File: src/rtl/lfsr_pkg.sv
package lfsr_pkg;
  localparam int unsigned LFSR_W_DEF = 16;
  localparam int unsigned LFSR_N_DEF = 16;
  localparam logic [15:0] LFSR_TAPS_DEF = 16'hB400;
  localparam logic [15:0] LFSR_SEED_DEF = 16'h0001;
endpackage

File: src/rtl/lfsr_rst_release.sv
module lfsr_rst_release #(
  parameter int unsigned STAGES = 2
) (
  input  logic clk,
  input  logic rst_n,
  output logic run_n
);
  logic [STAGES-1:0] sync_q;
  logic [STAGES-1:0] sync_d;

  always_comb begin
    sync_d = {sync_q[STAGES-2:0], 1'b1};
  end

  always_ff @(posedge clk or negedge rst_n) begin
    if (!rst_n) sync_q <= '0;
    else        sync_q <= sync_d;
  end

  assign run_n = sync_q[STAGES-1];
endmodule

File: src/rtl/lfsr_cell.sv
module lfsr_cell #(
  parameter int unsigned W    = 16,
  parameter logic [W-1:0] TAPS = 16'hB400,
  parameter logic [W-1:0] SEED = 16'h0001
) (
  input  logic         clk,
  input  logic         rst_n,
  input  logic         inj_hit,
  input  logic [W-1:0] inj_mask,
  output logic [W-1:0] state
);
  logic [W-1:0] state_q;
  logic [W-1:0] state_d;
  logic         fb;

  always_comb begin
    fb      = ^(state_q & TAPS);
    state_d = {state_q[W-2:0], fb} ^ (inj_hit ? inj_mask : '0);
  end

  always_ff @(posedge clk or negedge rst_n) begin
    if (!rst_n) state_q <= SEED;
    else        state_q <= state_d;
  end

  assign state = state_q;

  // undisturbed steps move every bit one place toward the MSB
  assert_shift_R1: assert property (@(posedge clk) disable iff (!rst_n)
    !inj_hit |=> state_q[W-1:1] == $past(state_q[W-2:0]));
endmodule

File: src/rtl/lfsr_eq_cmp.sv
module lfsr_eq_cmp #(
  parameter int unsigned NUM = 16,
  parameter int unsigned W   = 16
) (
  input  logic             clk,
  input  logic             rst_n,
  input  logic [NUM*W-1:0] states_flat,
  output logic             eq_q
);
  logic [NUM-1:0] match;
  logic           eq_d;

  for (genvar i = 0; i < NUM; i++) begin : g_match
    assign match[i] = (states_flat[i*W +: W] == states_flat[0 +: W]);
  end

  always_comb begin
    eq_d = &match;
  end

  always_ff @(posedge clk or negedge rst_n) begin
    if (!rst_n) eq_q <= 1'b1;
    else        eq_q <= eq_d;
  end
endmodule

File: src/rtl/lfsr_upset_monitor.sv
module lfsr_upset_monitor
  import lfsr_pkg::*;
#(
  parameter int unsigned NUM     = LFSR_N_DEF,
  parameter int unsigned W       = LFSR_W_DEF,
  parameter logic [W-1:0] TAPS   = LFSR_TAPS_DEF,
  parameter logic [W-1:0] SEED   = LFSR_SEED_DEF,
  parameter int unsigned OBS_IDX = 0
) (
  input  logic                   clk,
  input  logic                   rst_n,
  input  logic                   inj_en,
  input  logic [$clog2(NUM)-1:0] inj_copy,
  input  logic [$clog2(W)-1:0]   inj_bit,
  output logic                   ser_out,
  output logic                   eq_flag
);
  localparam int unsigned IDX_W = $clog2(NUM);
  localparam int unsigned FLAT_W = NUM * W;

  logic              run_n;
  logic [W-1:0]      inj_mask;
  logic [NUM-1:0]    inj_hit;
  logic [FLAT_W-1:0] states_flat;

  lfsr_rst_release #(.STAGES(2)) u_release (
    .clk   (clk),
    .rst_n (rst_n),
    .run_n (run_n)
  );

  always_comb begin
    inj_mask = '0;
    inj_mask[inj_bit] = 1'b1;
  end

  for (genvar i = 0; i < NUM; i++) begin : g_copy
    assign inj_hit[i] = inj_en && (inj_copy == IDX_W'(i));
    lfsr_cell #(.W(W), .TAPS(TAPS), .SEED(SEED)) u_cell (
      .clk      (clk),
      .rst_n    (run_n),
      .inj_hit  (inj_hit[i]),
      .inj_mask (inj_mask),
      .state    (states_flat[i*W +: W])
    );
  end

  lfsr_eq_cmp #(.NUM(NUM), .W(W)) u_cmp (
    .clk         (clk),
    .rst_n       (run_n),
    .states_flat (states_flat),
    .eq_q        (eq_flag)
  );

  assign ser_out = states_flat[OBS_IDX*W + W - 1];

  // matching copies with no recent flip keep the flag high
  assert_no_false_alarm_R5: assert property (@(posedge clk) disable iff (!rst_n)
    (eq_flag && !inj_en && !$past(inj_en)) |=> eq_flag);

  // a flip into an agreeing bank is reported two edges later
  assert_detect_R6: assert property (@(posedge clk) disable iff (!rst_n)
    (eq_flag && run_n && inj_en && !$past(inj_en) && (int'(inj_copy) < NUM))
      |=> ##1 !eq_flag);

  // without a fresh flip, a mismatch persists
  assert_sticky_R7: assert property (@(posedge clk) disable iff (!rst_n)
    (!eq_flag && !$past(inj_en)) |=> !eq_flag);
endmodule

File: config.mk
export PLATFORM = sky130hd
export DESIGN_NAME = lfsr_upset_monitor
export DESIGN_NICKNAME = d
export VERILOG_FILES = /design/src/rtl/lfsr_pkg.sv /design/src/rtl/lfsr_rst_release.sv /design/src/rtl/lfsr_cell.sv /design/src/rtl/lfsr_eq_cmp.sv /design/src/rtl/lfsr_upset_monitor.sv
export SDC_FILE = /design/constraint.sdc
export NUM_CORES = 1
export LEC_CHECK = 0
export BUFFER_PORTS_ARGS = -buffer_cell sky130_fd_sc_hd__buf_2
export CAP_MARGIN = 10
export CORE_AREA = 2 2 152 154
export CTS_BUF_LIST = sky130_fd_sc_hd__clkbuf_8 sky130_fd_sc_hd__clkbuf_16
export DETAILED_ROUTE_END_ITERATION = 7
export DIE_AREA = 0 0 154 156
export PLACE_DENSITY = 0.75
export RECOVER_POWER = 25
export SETUP_SLACK_MARGIN = 0.2
export SYNTH_ARGS = -nofsm -noshare
export SYNTH_HDL_FRONTEND = slang
export SYNTH_SLANG_ARGS = --single-unit
File: constraint.sdc
create_clock -name clk -period 7.9 [get_ports clk]
set_clock_uncertainty 0.15 [all_clocks]
set_input_delay 0 -clock clk [delete_from_list [all_inputs] [get_ports clk]]
set_output_delay 0 -clock clk [all_outputs]
set_load 0.1 [all_outputs]
==> results of run 1 <==
## worst max-delay path: stages, from the launching register on
cell	delay, ps
dfrtp_1	730
and3_1	250
o22ai_1	100
nor4_1	400
nand4_2	150
or4_1	510
nor4_2	290
## logic make-up after synthesis
group                     Yosys count  share of synthesized area [%]
DFF                               259                           51.6
AOI/OAI and AO/OA                  49                           2.79
buffers and inverters              47                           1.57
xor gates and xnor gates          354                           24.6
and+or+nand+nor                   514                           19.3
other                               1                         0.0298
## final timing paths
check | start | to | slack, ps | depth (start not counted)
max reg2reg | g_copy[0].u_cell.state[13] | u_cmp.eq_q | 5240 | 6
min | inj_en | g_copy[3].u_cell.state[0] | 60 | 5
min in group asynchronous | rst_n | u_release.sync_q[1] | 140 | 3
max in group asynchronous | u_release.sync_q[1] | g_copy[5].u_cell.state[1] | 5790 | 2
max | g_copy[0].u_cell.state[13] | u_cmp.eq_q | 5240 | 6
min reg2reg | u_release.sync_q[0] | u_release.sync_q[1] | 200 | 0
## cell type report
cell class	count	area (sq um)	share of cell area [%]
Multi-Input combinational cell	918	5930	42.6
Clock inverter	10	65.1	0.468
Timing Repair Buffer	28	223	1.60
Sequential cell	259	6510	46.8
Clock buffer	36	822	5.91
Tap cell	285	357	2.56
Inverter	2	7.51	0.0540
## power groups by stage
| stage | Clock [mW] | Combinational [mW] | Sequential, mW |
|---|---|---|---|
| CTS | 1.28 | 1.86 | 3.07 |
| floorplan | 0 | 1.45 | 2.62 |
| finish | 1.28 | 1.89 | 3.12 |
| global route | 1.34 | 2.01 | 3.18 |
| global placement | 0 | 1.82 | 3.06 |
| detailed placement | 0 | 1.84 | 3.08 |
## sequential cells by signal (all words and copies together) (netlist names)
signal / count
u_release.sync_q: 2
u_cmp.eq_q: 1
g_copy.u_cell.state: 256
## metal layers
metal | GRT usage (%) | vias to the layer above | part of all wire (%)
met5 | 0 | - | 0
met2 | 54.2 | 502 | 46
met4 | 14.8 | 0 | 4.8
met3 | 6.69 | 103 | 9.3
met1 | 47.7 | 4683 | 40
li1 | - | 4071 | -
## synth_stat cells (all sizes together) (11+ instances only)
cell type	number	area [sq um]
a31oi	11	68.8
xnor2	181	1590
nand3	30	150
and3	40	250
clkbuf	28	105
or3	18	113
dfrtp	242	6060
nand2	116	435
dfstp	17	447
nor2	182	683
nand4	24	156
xor2	173	1520
nor3	48	245
or4	17	131
nor4	18	119
buf	17	85.1
o22ai	17	106
## stage by stage
stage | instance area [sq um] | instances | hold slack, ps | power, mW
finish | 13900 | 1538 | 63.6 | 6.28
CTS | 13900 | 1538 | 55.0 | 6.22
global route | 13900 | 1538 | 105 | 6.53
floorplan | 12600 | 1224 | -446 | 4.08
global placement | 12900 | 1480 | -363 | 4.88
detailed placement | 12900 | 1480 | -360 | 4.92
## layout by cell type (no fill, tap or decap), drive strengths merged, types with 4 or more instances in the layout
master,count
a21oi,4
or3,18
xor2,173
nor3,48
xnor2,181
and4,5
dfrtp,242
dlygate4sd3,12
clkbuf,36
dfstp,17
nor2,182
inv,10
a31oi,11
or4,17
nand4,24
nand3,30
nor2b,7
and3,40
buf,16
nand2,116
nand2b,4
a221oi,7
nor4,18
o22ai,17
## timing repair
action,4_1_cts,5_1_grt
hold endpoints to repair,72,0
hold buffers,12,0
gates resized for setup,0,0
==> impl_results.md, run 1 <==
- Fmax achieved: ~380 MHz
- Main flop type after synthesis: dfrtp_1
- Psw: 2.57 mW
- Layout cell share with drive strength beyond 1: 6.54%
- CTS Root Cell: clkbuf_16
- Diodes inserted: 0
- MaxCap Viol Count: 0
- CP Data Arrival Time: 2970 ps
- Clock sinks: 259
- TritonCTS clock tree: built
- Largest net degree at the start of global routing: 192
- Floorplan row count: between 50 and 60
- Worst-skew pair later-pin latency: 550 ps
- Final ANT Viol Nets: 0
- 1st-pass router iterations: 7
- Gate power share: 30.0%
- Slew Limit Fails: 0
- Clock buffer count from CTS: 28
- Pre-CTS setup slack: 5270 ps
- FF+latch count, synth: 259
- Final period util: 33.6%
- Sequential Power Share: between 40 and 50%
- RSZ-0062 raised after global routing: false
- Actual slew at the worst max-slew pin: 1160 ps
- Cells after synthesis: 1224
- Net Count, Synth: 1235
- Die height: 156 um
- Crit path time final: 2660 ps
- Maximum root-to-sink buffer count: 3
- Layout Nets: 1248
- Filler instances: 1790
- Crit path required time: 8210 ps
- Post-Syn Area per Cell: between 10 and 15 sq um
- Vias in the first global route: about 9200
- Clk slew on worst S/H paths: 60 ps
- Yosys cell types: between 40 and 50
- Antenna violations before repair: 0
- Initial Util: 56.3%
- Routed WL: 40500 um
- Vias: 9359
- GRT Total Usage: about a third
- Final worst slack: 5240 ps
- Max FO, Critical Path: 17
- Clock power frac: between 20 and 25%
- Status: finished, final reports clean
- Hold Fails Final Rpt: 0
- Die area: around 0.024 sq mm
- GR Overflow Total: 0
- Post-synth ARST share: 100%
- Static Leak: 5.60 nW
- Wire per inst: 26.4 um
- Setup TNS: 0 ps
- Switching part of the total power: 40.8%
- Crit path kind: register to register
- Critical path endpoint category: register
- Startpoint types: register
- Worst vdd ir: between 0.0002 and 0.0003 V
- Die width: ~150 um
- First-pass GRT wire length: approximately 60000 um
- Postcts setup bufs: 0
- Hold Path Class: input port to register
- DRT iter0 DRCs: 1113
- Input/output buffers: 12
- Setup violations, final: 0
- I/O pin cnt: 13
- Post-Syn Area: 0.0126 sq mm
- Relative slew slack: between 20% and 30%
- Post-synth EDFFs: 0
- Final HPWL DP: 28400 um
- Yosys warning total: 0
- Internal power: 3.72 mW
- Core area: 0.0224 sq mm
- PwrDens: 452 mW/mm^2
- DRC: 0
- Seq/Total Area, Yosys: 51.6%
- H-tree levels: 1
- Vias/cell: 6.09
- Area Growth Syn to Fin: 10.5%
- Placer Congestion: about 1.1
- Final core occ: 62.2%
(Power assumes the default switching activity.)
==> run 2, diff against run 1 <==
--- a/config.mk
+++ b/config.mk
@@ -7,11 +7,11 @@
 export LEC_CHECK = 0
 export BUFFER_PORTS_ARGS = -buffer_cell sky130_fd_sc_hd__buf_2
 export CAP_MARGIN = 10
-export CORE_AREA = 2 2 152 154
+export CORE_AREA = 2 2 146 148
 export CTS_BUF_LIST = sky130_fd_sc_hd__clkbuf_8 sky130_fd_sc_hd__clkbuf_16
 export DETAILED_ROUTE_END_ITERATION = 7
-export DIE_AREA = 0 0 154 156
-export PLACE_DENSITY = 0.75
+export DIE_AREA = 0 0 148 150
+export PLACE_DENSITY = 0.77
 export RECOVER_POWER = 25
 export SETUP_SLACK_MARGIN = 0.2
 export SYNTH_ARGS = -nofsm -noshare
==> constraint.sdc (replaced) <==
create_clock -name clk -period 2.7 [get_ports clk]
set_clock_uncertainty 0.15 [all_clocks]
set_input_delay 0 -clock clk [delete_from_list [all_inputs] [get_ports clk]]
set_output_delay 0 -clock clk [all_outputs]
set_load 0.1 [all_outputs]
==> impl_results.md, run 2 (synthesized netlist as in run 1, its figures left out) <==
- TritonCTS clock tree: built
- I/O pin cnt: 13 (unchanged)
- Most frequent cells in the layout: dfrtp_1 (232), nor2_1 (182), xnor2_1 (179)
- Placer Congestion: 1.03 (-3.9%)
- Final worst slack: 120 ps (-5120 ps)
- PwrDens: 1330 mW/mm^2 (+190%)
- Core area: 0.0207 sq mm (-7.5%)
- Vias: 9776 (+4.5%)
- DRT iter0 DRCs: 1301 (+17%)
- Final HPWL DP: 29100 um (+2.6%)
- Floorplan row count: 53 (-3.6%)
- Max reg flops: 256 (unchanged)
- Die height: 150 um (-3.8%)
- Hold Fails Final Rpt: 0 (unchanged)
- Most common cell after layout, fill and taps aside: dfrtp_1
- Failing checks: max-capacitance violations, max-slew violations
- CP Data Arrival Time: 2890 ps (-80 ps)
- HP Start: inj_en
- Clock buffer count from CTS: 28 (unchanged)
- Reg2Reg Depth: 6 (unchanged)
- Critical path endpoint category: register
- FF-to-FF setup slack: 120 ps (-5120 ps)
- Slew Limit Fails: 43 (+43)
- Startpoint types: register
- Largest net degree at the start of global routing: 68 (-65%)
- Pre-CTS setup slack: 31.3 ps (-5240 ps)
- Reg2reg end: u_cmp.eq_q
- DRC: 0 (unchanged)
- Setup TNS: 0 ps (unchanged)
- Final ANT Viol Nets: 0 (unchanged)
- Layout Nets: 1293 (+3.6%)
- GRT Total Usage: 37.7% (+3.0 points)
- Input/output buffers: 12 (unchanged)
- Setup violations, final: 0 (unchanged)
- Filler instances: 1539 (-14%)
- Static Leak: 5.85 nW (+4.5%)
- Routed WL: 40700 um (+0.54%)
- Relative slew slack: -20.9% (-43 points)
- Die area: 0.0222 sq mm (-7.6%)
- Actual slew at the worst max-slew pin: 1810 ps (+650 ps)
- Clock sinks: 259 (unchanged)
- Max FO, Critical Path: 7 (-10)
- Clk slew on worst S/H paths: 70 ps (about the same)
- Hold Path Class: input port to register
- Initial Util: 60.9% (+4.6 points)
- Hold Path End: g_copy[0].u_cell.state[0]
- Fmax achieved: 388 MHz (+3.0%)
- Diodes inserted: 0 (unchanged)
- H-tree levels: 1 (unchanged)
- Wire per inst: 25.8 um (-2.0%)
- Hold Path Depth: 6 (+1)
- RSZ-0062 raised after global routing: true
- CTS Root Cell: clkbuf_16
- 1st-pass router iterations: 7 (unchanged)
- Antenna violations before repair: 1 (+1)
- Die width: 148 um (-3.9%)
- Crit path time final: 2580 ps (-77.6 ps)
- Vias in the first global route: 9562 (+3.5%)
- Area Growth Syn to Fin: 14.5%
- Layout cell share with drive strength beyond 1: 12.1% (+5.6 points)
- Final core occ: 69.7% (+7.5 points)
- FF-to-FF Start: g_copy[0].u_cell.state[2]
- Worst-skew pair later-pin latency: 550 ps (about the same)
- First-pass GRT wire length: 60600 um (+0.53%)
- Crit path kind: register to register
- GR Overflow Total: 0 (unchanged)
- MaxCap Viol Count: 1 (+1)
- Vias/cell: 6.20 (+1.8%)
- Maximum root-to-sink buffer count: 3 (unchanged)
- Final period util: 95.6% (+62 points)
- Worst vdd ir: 0.000714 V (+160%)
- Status: finished, violations left
- Crit path required time: 3010 ps (-5200 ps)
[run 2: power by group]
group          switching, mW  internal [mW]
Combinational           3.25           2.96
Sequential              2.81           6.02
Clock                   1.60           2.48
[run 2: worst max-delay path, stage by stage, from the launching register on]
cell	delay [ps]
dfrtp_1	440
buf_4	200
xnor2_1	370
nand4_1	150
a2111oi_0	760
nand4_1	220
nor4_2	200
[run 2: metrics by stage]
stage                     hold WS (ps)  instances  instance area [sq um]  power, mW
after floorplan                   -446       1224                  12600       11.9
after global placement            -364       1509                  13200       14.4
after detailed placement          -364       1509                  13200       14.6
after CTS                         67.1       1575                  14300       18.8
after global routing               118       1578                  14400       19.8
final                             86.9       1578                  14400       19.1
[run 2: area by class of cell]
class,count,area (sq um),share of cell area [%]
tap,275,344,2.39
sequential,259,6520,45.2
inverter,2,7.51,0.0521
clock inverter,13,149,1.03
timing repair buffer,73,566,3.92
multi-input combinational,918,5980,41.5
clock buffer,38,850,5.89
[run 2: what timing repair did]
action / CTS / global route
endpoints found under the setup margin: 1 / 2
endpoints found under the hold margin: 41 / 0
resized for setup: 6 / 17
pin swaps: 0 / 3
hold buffers: 13 / 0
setup buffers: 2 / 3
[run 2: worst max-delay path by stage]
stage,startpoint,slack (ps),to
2_1_floorplan,u_release.sync_q[1],-40,g_copy[0].u_cell.state[10]
3_5_place_dp,g_copy[0].u_cell.state[15],30,u_cmp.eq_q
4_1_cts,g_copy[0].u_cell.state[12],220,u_cmp.eq_q
6_report,g_copy[0].u_cell.state[2],120,u_cmp.eq_q
3_3_place_gp,g_copy[0].u_cell.state[15],-20,u_cmp.eq_q
5_1_grt,u_release.sync_q[1],100,g_copy[0].u_cell.state[6]
[run 2: metal layers]
metal  track usage [%]  wire [um]  vias to the layer above
li1                  -          -                     4170
met1              51.2      15100                     4779
met2              56.4      18000                      678
met3              8.90       4990                      149
met4              20.4       2620                        0
met5                 0          0                        -
